[config.mk]
export PLATFORM = sky130hd
export DESIGN_NAME = svc_key_gate
export DESIGN_NICKNAME = d
export VERILOG_FILES = /design/src/rtl/svc_key_pkg.sv /design/src/rtl/svc_key_check.sv /design/src/rtl/svc_prot_lookup.sv /design/src/rtl/svc_dispatch.sv /design/src/rtl/svc_call_seq.sv /design/src/rtl/svc_key_gate.sv
export SDC_FILE = /design/constraint.sdc
export NUM_CORES = 1
export LEC_CHECK = 0
export ABC_AREA = 0
export BUFFER_PORTS_ARGS = -buffer_cell sky130_fd_sc_hd__buf_2
export CAP_MARGIN = 20
export CORE_AREA = 2 2 85 87
export CTS_CLUSTER_SIZE = 14
export DETAILED_ROUTE_END_ITERATION = 6
export DIE_AREA = 0 0 87 89
export MAX_ROUTING_LAYER = met4
export PLACE_DENSITY = 0.7
export SLEW_MARGIN = 25
export SYNTH_ARGS = -nofsm -noshare
export SYNTH_HDL_FRONTEND = slang
export SYNTH_SLANG_ARGS = --single-unit
[constraint.sdc]
create_clock -name clk -period 3.7 [get_ports clk]
set_clock_uncertainty 0.2 [all_clocks]
set_input_delay 0.555 -clock clk [delete_from_list [all_inputs] [get_ports clk]]
set_output_delay 0.555 -clock clk [all_outputs]
set_load 0.03 [all_outputs]
[src/rtl/svc_key_pkg.sv]
package svc_key_pkg;
  localparam int BYTE_W = 8;
  localparam int FN_W   = 4;
  localparam int NFUNC  = 1 << FN_W;

  localparam logic [BYTE_W-1:0] KEY1_VAL   = 8'h3A;
  localparam logic [BYTE_W-1:0] SP_KEY_OFF = 8'd3;
  localparam logic [BYTE_W-1:0] TABLE_MASK = 8'hA5;

  localparam logic [1:0] OFF_K1  = 2'd0;
  localparam logic [1:0] OFF_K2  = 2'd1;
  localparam logic [1:0] OFF_BLK = 2'd2;

  localparam logic [BYTE_W-1:0] RC_OK     = 8'h00;
  localparam logic [BYTE_W-1:0] RC_PROT   = 8'h01;
  localparam logic [BYTE_W-1:0] RC_SWRST  = 8'h02;
  localparam logic [BYTE_W-1:0] RC_FATAL  = 8'h03;
  localparam logic [BYTE_W-1:0] RC_VERIFY = 8'h04;
  localparam logic [BYTE_W-1:0] RC_PCSUM  = 8'h06;

  localparam logic [FN_W-1:0] FN_READ   = 4'd1;
  localparam logic [FN_W-1:0] FN_WRITE  = 4'd2;
  localparam logic [FN_W-1:0] FN_ERASE  = 4'd3;
  localparam logic [FN_W-1:0] FN_PWRITE = 4'd4;
  localparam logic [FN_W-1:0] FN_TABLE  = 4'd5;
  localparam logic [FN_W-1:0] FN_CSUM   = 4'd6;
  localparam logic [FN_W-1:0] FN_SWRST  = 4'd7;

  typedef enum logic [2:0] {
    S_IDLE, S_RK1, S_RK2, S_RBLK, S_EVAL, S_WRITE, S_DONE
  } seq_t;

  typedef enum logic [1:0] {PK_NONE, PK_READ, PK_WRITE} pkind_t;

  function automatic logic [BYTE_W-1:0] key2_for(input logic [BYTE_W-1:0] sp);
    return sp + SP_KEY_OFF;
  endfunction

  function automatic logic [BYTE_W-1:0] table_word(input logic [BYTE_W-1:0] b);
    return b ^ TABLE_MASK;
  endfunction

  function automatic logic [BYTE_W-1:0] csum_word(input logic [BYTE_W-1:0] a,
                                                  input logic [BYTE_W-1:0] b,
                                                  input logic [BYTE_W-1:0] c);
    return a + b + c;
  endfunction

  function automatic pkind_t kind_of(input logic [FN_W-1:0] fn);
    case (fn)
      FN_READ:                        return PK_READ;
      FN_WRITE, FN_ERASE, FN_PWRITE:  return PK_WRITE;
      default:                        return PK_NONE;
    endcase
  endfunction
endpackage

[src/rtl/svc_key_check.sv]
module svc_key_check
  import svc_key_pkg::*;
(
  input  logic [BYTE_W-1:0] key1,
  input  logic [BYTE_W-1:0] key2,
  input  logic [BYTE_W-1:0] sp,
  output logic              key1_ok,
  output logic              key2_ok,
  output logic              keys_ok
);
  assign key1_ok = (key1 == KEY1_VAL);
  assign key2_ok = (key2 == key2_for(sp));
  assign keys_ok = key1_ok && key2_ok;
endmodule

[src/rtl/svc_prot_lookup.sv]
module svc_prot_lookup
  import svc_key_pkg::*;
#(
  parameter int NBLK = 8,
  localparam int BLK_W = (NBLK > 1) ? $clog2(NBLK) : 1
)(
  input  logic [BLK_W-1:0] idx,
  input  logic [FN_W-1:0]  func,
  input  logic [NBLK-1:0]  prot_rd,
  input  logic [NBLK-1:0]  prot_wr,
  output logic             guarded,
  output logic             prot_hit
);
  logic [NBLK-1:0] rd_sel;
  logic [NBLK-1:0] wr_sel;
  pkind_t          kind;

  for (genvar g = 0; g < NBLK; g++) begin : g_blk
    assign rd_sel[g] = (idx == BLK_W'(g)) && prot_rd[g];
    assign wr_sel[g] = (idx == BLK_W'(g)) && prot_wr[g];
  end

  assign kind     = kind_of(func);
  assign guarded  = (kind != PK_NONE);
  assign prot_hit = ((kind == PK_READ) && (|rd_sel)) ||
                    ((kind == PK_WRITE) && (|wr_sel));
endmodule

[src/rtl/svc_dispatch.sv]
module svc_dispatch
  import svc_key_pkg::*;
(
  input  logic              keys_ok,
  input  logic [FN_W-1:0]   func,
  input  logic              prot_hit,
  input  logic              stub_fail,
  input  logic [BYTE_W-1:0] key1,
  input  logic [BYTE_W-1:0] key2,
  input  logic [BYTE_W-1:0] blk,
  output logic [BYTE_W-1:0] result,
  output logic              fatal
);
  always_comb begin
    result = RC_FATAL;
    fatal  = 1'b1;
    if (keys_ok) begin
      fatal = 1'b0;
      case (func)
        FN_READ, FN_WRITE, FN_ERASE:
          result = prot_hit ? RC_PROT : (stub_fail ? RC_VERIFY : RC_OK);
        FN_PWRITE:
          result = prot_hit ? RC_PROT : (stub_fail ? RC_PCSUM : RC_OK);
        FN_TABLE: result = table_word(blk);
        FN_CSUM:  result = csum_word(key1, key2, blk);
        FN_SWRST: result = RC_SWRST;
        default: begin
          result = RC_FATAL;
          fatal  = 1'b1;
        end
      endcase
    end
  end
endmodule

[src/rtl/svc_call_seq.sv]
module svc_call_seq
  import svc_key_pkg::*;
(
  input  logic       clk,
  input  logic       rst_n,
  input  logic       call,
  input  logic       halted,
  output logic       start,
  output logic       cap_k1,
  output logic       cap_k2,
  output logic       cap_blk,
  output logic [1:0] rd_off,
  output logic       wr_en,
  output logic       done
);
  seq_t st, st_nx;

  always_ff @(posedge clk or negedge rst_n) begin
    if (!rst_n) st <= S_IDLE;
    else        st <= st_nx;
  end

  always_comb begin
    st_nx = st;
    case (st)
      S_IDLE:  if (call && !halted) st_nx = S_RK1;
      S_RK1:   st_nx = S_RK2;
      S_RK2:   st_nx = S_RBLK;
      S_RBLK:  st_nx = S_EVAL;
      S_EVAL:  st_nx = S_WRITE;
      S_WRITE: st_nx = S_DONE;
      S_DONE:  st_nx = S_IDLE;
      default: st_nx = S_IDLE;
    endcase
  end

  always_comb begin
    case (st)
      S_RK2:   rd_off = OFF_K2;
      S_RBLK:  rd_off = OFF_BLK;
      default: rd_off = OFF_K1;
    endcase
  end

  assign start   = (st == S_IDLE) && call && !halted;
  assign cap_k1  = (st == S_RK2);
  assign cap_k2  = (st == S_RBLK);
  assign cap_blk = (st == S_EVAL);
  assign wr_en   = (st == S_WRITE);
  assign done    = (st == S_DONE);
endmodule

[src/rtl/svc_key_gate.sv]
module svc_key_gate
  import svc_key_pkg::*;
#(
  parameter int             AW    = 8,
  parameter int             NBLK  = 8,
  parameter logic [AW-1:0]  PBASE = 'h40,
  localparam int BLK_W = (NBLK > 1) ? $clog2(NBLK) : 1
)(
  input  logic              clk,
  input  logic              rst_n,
  input  logic              call_i,
  input  logic [FN_W-1:0]   func_i,
  input  logic [BYTE_W-1:0] sp_i,
  output logic [AW-1:0]     ram_addr_o,
  output logic              ram_we_o,
  output logic [BYTE_W-1:0] ram_wdata_o,
  input  logic [BYTE_W-1:0] ram_rdata_i,
  input  logic [NBLK-1:0]   prot_rd_i,
  input  logic [NBLK-1:0]   prot_wr_i,
  input  logic [NFUNC-1:0]  stub_fail_i,
  output logic              done_o,
  output logic              halted_o
);
  logic [FN_W-1:0]   func_q;
  logic [BYTE_W-1:0] sp_q, k1_q, k2_q, blk_q;
  logic              halted_q;

  logic       start, cap_k1, cap_k2, cap_blk, wr_en, seq_done;
  logic [1:0] rd_off;
  logic       key1_ok, key2_ok, keys_ok;
  logic       guarded, prot_hit, fatal;
  logic [BYTE_W-1:0] result;

  svc_call_seq u_seq (
    .clk(clk), .rst_n(rst_n), .call(call_i), .halted(halted_q),
    .start(start), .cap_k1(cap_k1), .cap_k2(cap_k2), .cap_blk(cap_blk),
    .rd_off(rd_off), .wr_en(wr_en), .done(seq_done)
  );

  always_ff @(posedge clk or negedge rst_n) begin
    if (!rst_n) begin
      func_q   <= '0;
      sp_q     <= '0;
      k1_q     <= '0;
      k2_q     <= '0;
      blk_q    <= '0;
      halted_q <= 1'b0;
    end else begin
      if (start) begin
        func_q <= func_i;
        sp_q   <= sp_i;
      end
      if (cap_k1)  k1_q  <= ram_rdata_i;
      if (cap_k2)  k2_q  <= ram_rdata_i;
      if (cap_blk) blk_q <= ram_rdata_i;
      if (wr_en && fatal) halted_q <= 1'b1;
    end
  end

  svc_key_check u_keys (
    .key1(k1_q), .key2(k2_q), .sp(sp_q),
    .key1_ok(key1_ok), .key2_ok(key2_ok), .keys_ok(keys_ok)
  );

  svc_prot_lookup #(.NBLK(NBLK)) u_prot (
    .idx(blk_q[BLK_W-1:0]), .func(func_q),
    .prot_rd(prot_rd_i), .prot_wr(prot_wr_i),
    .guarded(guarded), .prot_hit(prot_hit)
  );

  svc_dispatch u_disp (
    .keys_ok(keys_ok), .func(func_q), .prot_hit(prot_hit),
    .stub_fail(stub_fail_i[func_q]), .key1(k1_q), .key2(k2_q), .blk(blk_q),
    .result(result), .fatal(fatal)
  );

  assign ram_addr_o  = PBASE + AW'(rd_off);
  assign ram_we_o    = wr_en;
  assign ram_wdata_o = result;
  assign done_o      = seq_done;
  assign halted_o    = halted_q;
endmodule

==> results.py <==
metrics = {
    "setup_path": {
        "end_kind": "output port",
        "r2r_setup_slack_ns": 1.32,
        "required_ns": 2.94,
        "critPathKind": "register to output port",
        "cp_max_fo": 2,
        "cp_data_arrival_time_ns": 2.81,
        "cp-start-kind": "register",
    },
    "clocking": {
        "cts_buffers": 5,
        "clock_tree_from_tritoncts": "built",
        "cts.path.max_buffers": 2,
        "clk_root_buffer_cell": "sky130_fd_sc_hd__clkbuf_8",
        "htreeDepth": 2,
        "path_clk_slew_ns": 0.08,
        "worstSkewPairLatency_ns": 0.29,
        "numClockSinks": 40,
    },
    "run": {
        "maxCapViolCount": 0,
    },
    "final_layout": {
        "number_of_nets_in_the_finished_design": 398,
        "mostFrequentLayoutCells": "sky130_fd_sc_hd__buf_2, sky130_fd_sc_hd__dfrtp_1, sky130_fd_sc_hd__nand2_1",
        "layout.cells.most_common": "sky130_fd_sc_hd__buf_2",
        "antenna_cells": 0,
        "stdcell_count": 408,
        "area_growth_pct": 18.4,
        "area_occupied_by_multi_input_gates_sq_um": 1580,
        "fillCellCount": 644,
        "final_layout_size_suffix_gt1_share_pct": 31.7,
        "seq_area_sq_um": 1000,
        "final_cell_area_sq_um": 3190,
    },
    "detailed_routing": {
        "postRouteWirelength_um": 6360,
        "detail_route.first_pass.iterations": 4,
        "antenna_left": 0,
        "dr_total_vias": 2197,
        "avgViaCountPerCell": 5.38,
        "drc": 0,
        "drtIter0Drc": 182,
        "wl_per_cell_um": 15.6,
    },
    "synthesis": {
        "synth-main-ff-cell": "sky130_fd_sc_hd__dfrtp_1",
        "syn_area_sq_um": 2700,
        "synth-async-reset-ratio_pct": 100,
        "seq_area_frac_synth_pct": 37.1,
        "synthDistinctLibCells": 49,
        "yosysWarningCount": 0,
        "synth_edf_count": 0,
        "netlist_instances": 271,
        "yosys_register_bits": 40,
        "synthesis.area_per_instance_sq_um": 9.95,
    },
    "global_route": {
        "grt_start_max_net_pins": 41,
        "track_usage_pct": 17.6,
        "globalRouteOverflowTotal": 0,
        "grt_pass1_wl_um": 10300,
        "first_global_vias": 2229,
        "initial_antenna_violation_count": 0,
    },
    "power": {
        "seq_power_share_pct": 29.8,
        "netSwitchingPower_mw": 1.44,
        "clkPwrFrac_pct": 12.7,
        "comb_power_share_pct": 57.6,
        "p_per_cell_area_nw_per_um2": 1030,
        "total_power_mw": 3.28,
        "total_leakage_power_nw": 1.45,
        "netSwitchingFraction_pct": 43.9,
        "worst_vdd_rail_ir_drop_v": 0.000412,
        "power_report.internal_total_mw": 1.84,
    },
    "placed_design": {
        "io_port_bufs": 55,
        "detailed_place.area_sq_um": 3040,
        "final_weighted_congestion_in_routability_driven_placement": 0.876,
        "dpl.hpwl_um": 4880,
        "post-place-cells": 399,
    },
    "timing": {
        "tightest_slew_ns": 0.898,
        "setup_viol": 0,
        "post-route-period-util_pct": 96.4,
        "timing.final.max_slew_violations": 0,
        "fin_crit_ns": 3.57,
        "finalHoldViolations": 0,
        "setup-tns-final_ns": 0,
        "grt_setup_unrepaired": "no",
        "max_slew_margin_pct": 40.2,
        "maximum_clock_frequency_mhz": 280,
    },
    "floorplanning": {
        "die_height_um": 89,
        "core.rowCount": 30,
        "design.die.area_sq_um": 7740,
        "initial_cell_density_of_the_core_pct": 40.1,
        "coreArea_sq_um": 6720,
        "ioPinCount": 74,
        "die_span_in_x_um": 87,
    },
    "hold_path": {
        "timing.hold.worst.class": "primary input to async pin",
    },
    "run_status": {
        "outcome": "finished clean",
    },
}
-- kinds of logic (layout without fill, tap and decap cells) --
kind of cell    count (synthesis)  count (layout)  synth area share (%)
xor+xnor                       15              15                  4.87
buf+inv                        28              81                  5.01
simple gates                   88              88                  16.4
compound gates                 50              50                  13.6
fa+ha+maj                      15              15                  9.19
flops                          40              40                  37.1
mux                            33              33                  13.6
other cells                     2               6                 0.279
-- timing repair --
item                       4_1_cts  5_1_grt
hold buffers                     0        0
gates resized for setup          1        6
pin swaps                        1        1
setup endpoints to repair        1        2
setup buffers                    0        2
-- stage by stage --
step | utilization [%] | hold WS, ns | setup slack (ns)
after floorplan | - | 0.0594 | 0.218
after global placement | 45.2 | 0.264 | 0.346
after detailed placement | 45.2 | 0.288 | 0.296
after CTS | 47.2 | 0.225 | 0.00922
after global routing | 47.5 | 0.255 | 0.00767
final | 47.5 | 0.176 | 0.133
-- power groups by stage --
stage | Combinational, mW | Sequential [mW] | Clock (mW)
2_1_floorplan | 1.52 | 0.853 | 0
3_3_place_gp | 1.74 | 0.968 | 0
3_5_place_dp | 1.81 | 0.984 | 0
4_1_cts | 1.83 | 0.976 | 0.420
5_1_grt | 2.10 | 1.02 | 0.440
6_report | 1.89 | 0.977 | 0.415
-- layout make-up --
| class | count | area share, % |
|---|---|---|
| multi-input combinational | 207 | 49.5 |
| sequential | 40 | 31.4 |
| timing repair buffer | 63 | 10.6 |
| tap | 80 | 3.14 |
| clock buffer | 5 | 2.16 |
| clock inverter | 2 | 1.88 |
| inverter | 11 | 1.29 |
-- state kept, by name (all words and copies together) (netlist names) --
register,flops
func_q,4
k2_q,8
blk_q,8
sp_q,8
halted_o,1
u_seq.st,3
k1_q,8
-- worst max-delay path: stages, from the launching register on --
cell and delay, ns:
sky130_fd_sc_hd__dfrtp_1 0.40, sky130_fd_sc_hd__fa_1 0.55, sky130_fd_sc_hd__ha_1 0.18, sky130_fd_sc_hd__inv_1 0.06, sky130_fd_sc_hd__fa_2 0.35, sky130_fd_sc_hd__nor2b_1 0.12, sky130_fd_sc_hd__o21ai_1 0.09, sky130_fd_sc_hd__a21o_1 0.19
sky130_fd_sc_hd__a21oi_1 0.12, sky130_fd_sc_hd__o21ai_1 0.08, sky130_fd_sc_hd__a21oi_1 0.19, sky130_fd_sc_hd__buf_4 0.18
-- path summary, 6_finish.rpt --
path                                      from             end  cells past startpoint
worst min register to register        halted_o        halted_o                      1
min in group clk                ram_rdata_i[4]         k2_q[4]                      3
worst max-delay path                   k1_q[1]  ram_wdata_o[7]                     11
worst max register to register         sp_q[0]        halted_o                      6
max in group asynchronous                rst_n         k2_q[1]                      1
worst min-delay path                     rst_n        halted_o                      1
-- per-layer routing --
layer	GRT usage [%]	wire length, um	vias up
met5	-	0	-
met4	4.55	85	0
met3	3.23	276	7
met2	31.0	3270	50
met1	20.8	2730	1083
li1	-	-	1057
-- cell usage after synthesis (2+ instances only) --
master / number / area, sq um
sky130_fd_sc_hd__conb_1: 2 / 7.51
sky130_fd_sc_hd__o22ai_1: 2 / 12.5
sky130_fd_sc_hd__nand2b_1: 6 / 37.5
sky130_fd_sc_hd__o2111ai_1: 2 / 17.5
sky130_fd_sc_hd__a21o_1: 4 / 30.0
sky130_fd_sc_hd__o21ai_0: 11 / 55.1
sky130_fd_sc_hd__clkbuf_1: 10 / 37.5
sky130_fd_sc_hd__nand2_1: 35 / 131
sky130_fd_sc_hd__buf_4: 6 / 45.0
sky130_fd_sc_hd__nand3b_1: 2 / 15.0
sky130_fd_sc_hd__nor4_1: 2 / 12.5
sky130_fd_sc_hd__mux2i_1: 4 / 40.0
sky130_fd_sc_hd__a311o_1: 2 / 20.0
sky130_fd_sc_hd__a211o_1: 3 / 26.3
sky130_fd_sc_hd__inv_1: 10 / 37.5
sky130_fd_sc_hd__ha_1: 7 / 87.6
sky130_fd_sc_hd__and3_1: 2 / 12.5
sky130_fd_sc_hd__xnor2_1: 9 / 78.8
sky130_fd_sc_hd__fa_1: 8 / 160
sky130_fd_sc_hd__xor2_1: 6 / 52.6
sky130_fd_sc_hd__a211oi_1: 4 / 30.0
sky130_fd_sc_hd__a21oi_1: 9 / 45.0
sky130_fd_sc_hd__nand4_1: 2 / 12.5
sky130_fd_sc_hd__mux2_2: 28 / 315
sky130_fd_sc_hd__a22oi_1: 4 / 30.0
sky130_fd_sc_hd__dfrtp_1: 40 / 1000
sky130_fd_sc_hd__nor2b_1: 6 / 37.5
sky130_fd_sc_hd__nor2_1: 16 / 60.1
sky130_fd_sc_hd__nor3_1: 9 / 45.0
No activity file was read; power rests on OpenSTA's default activity.
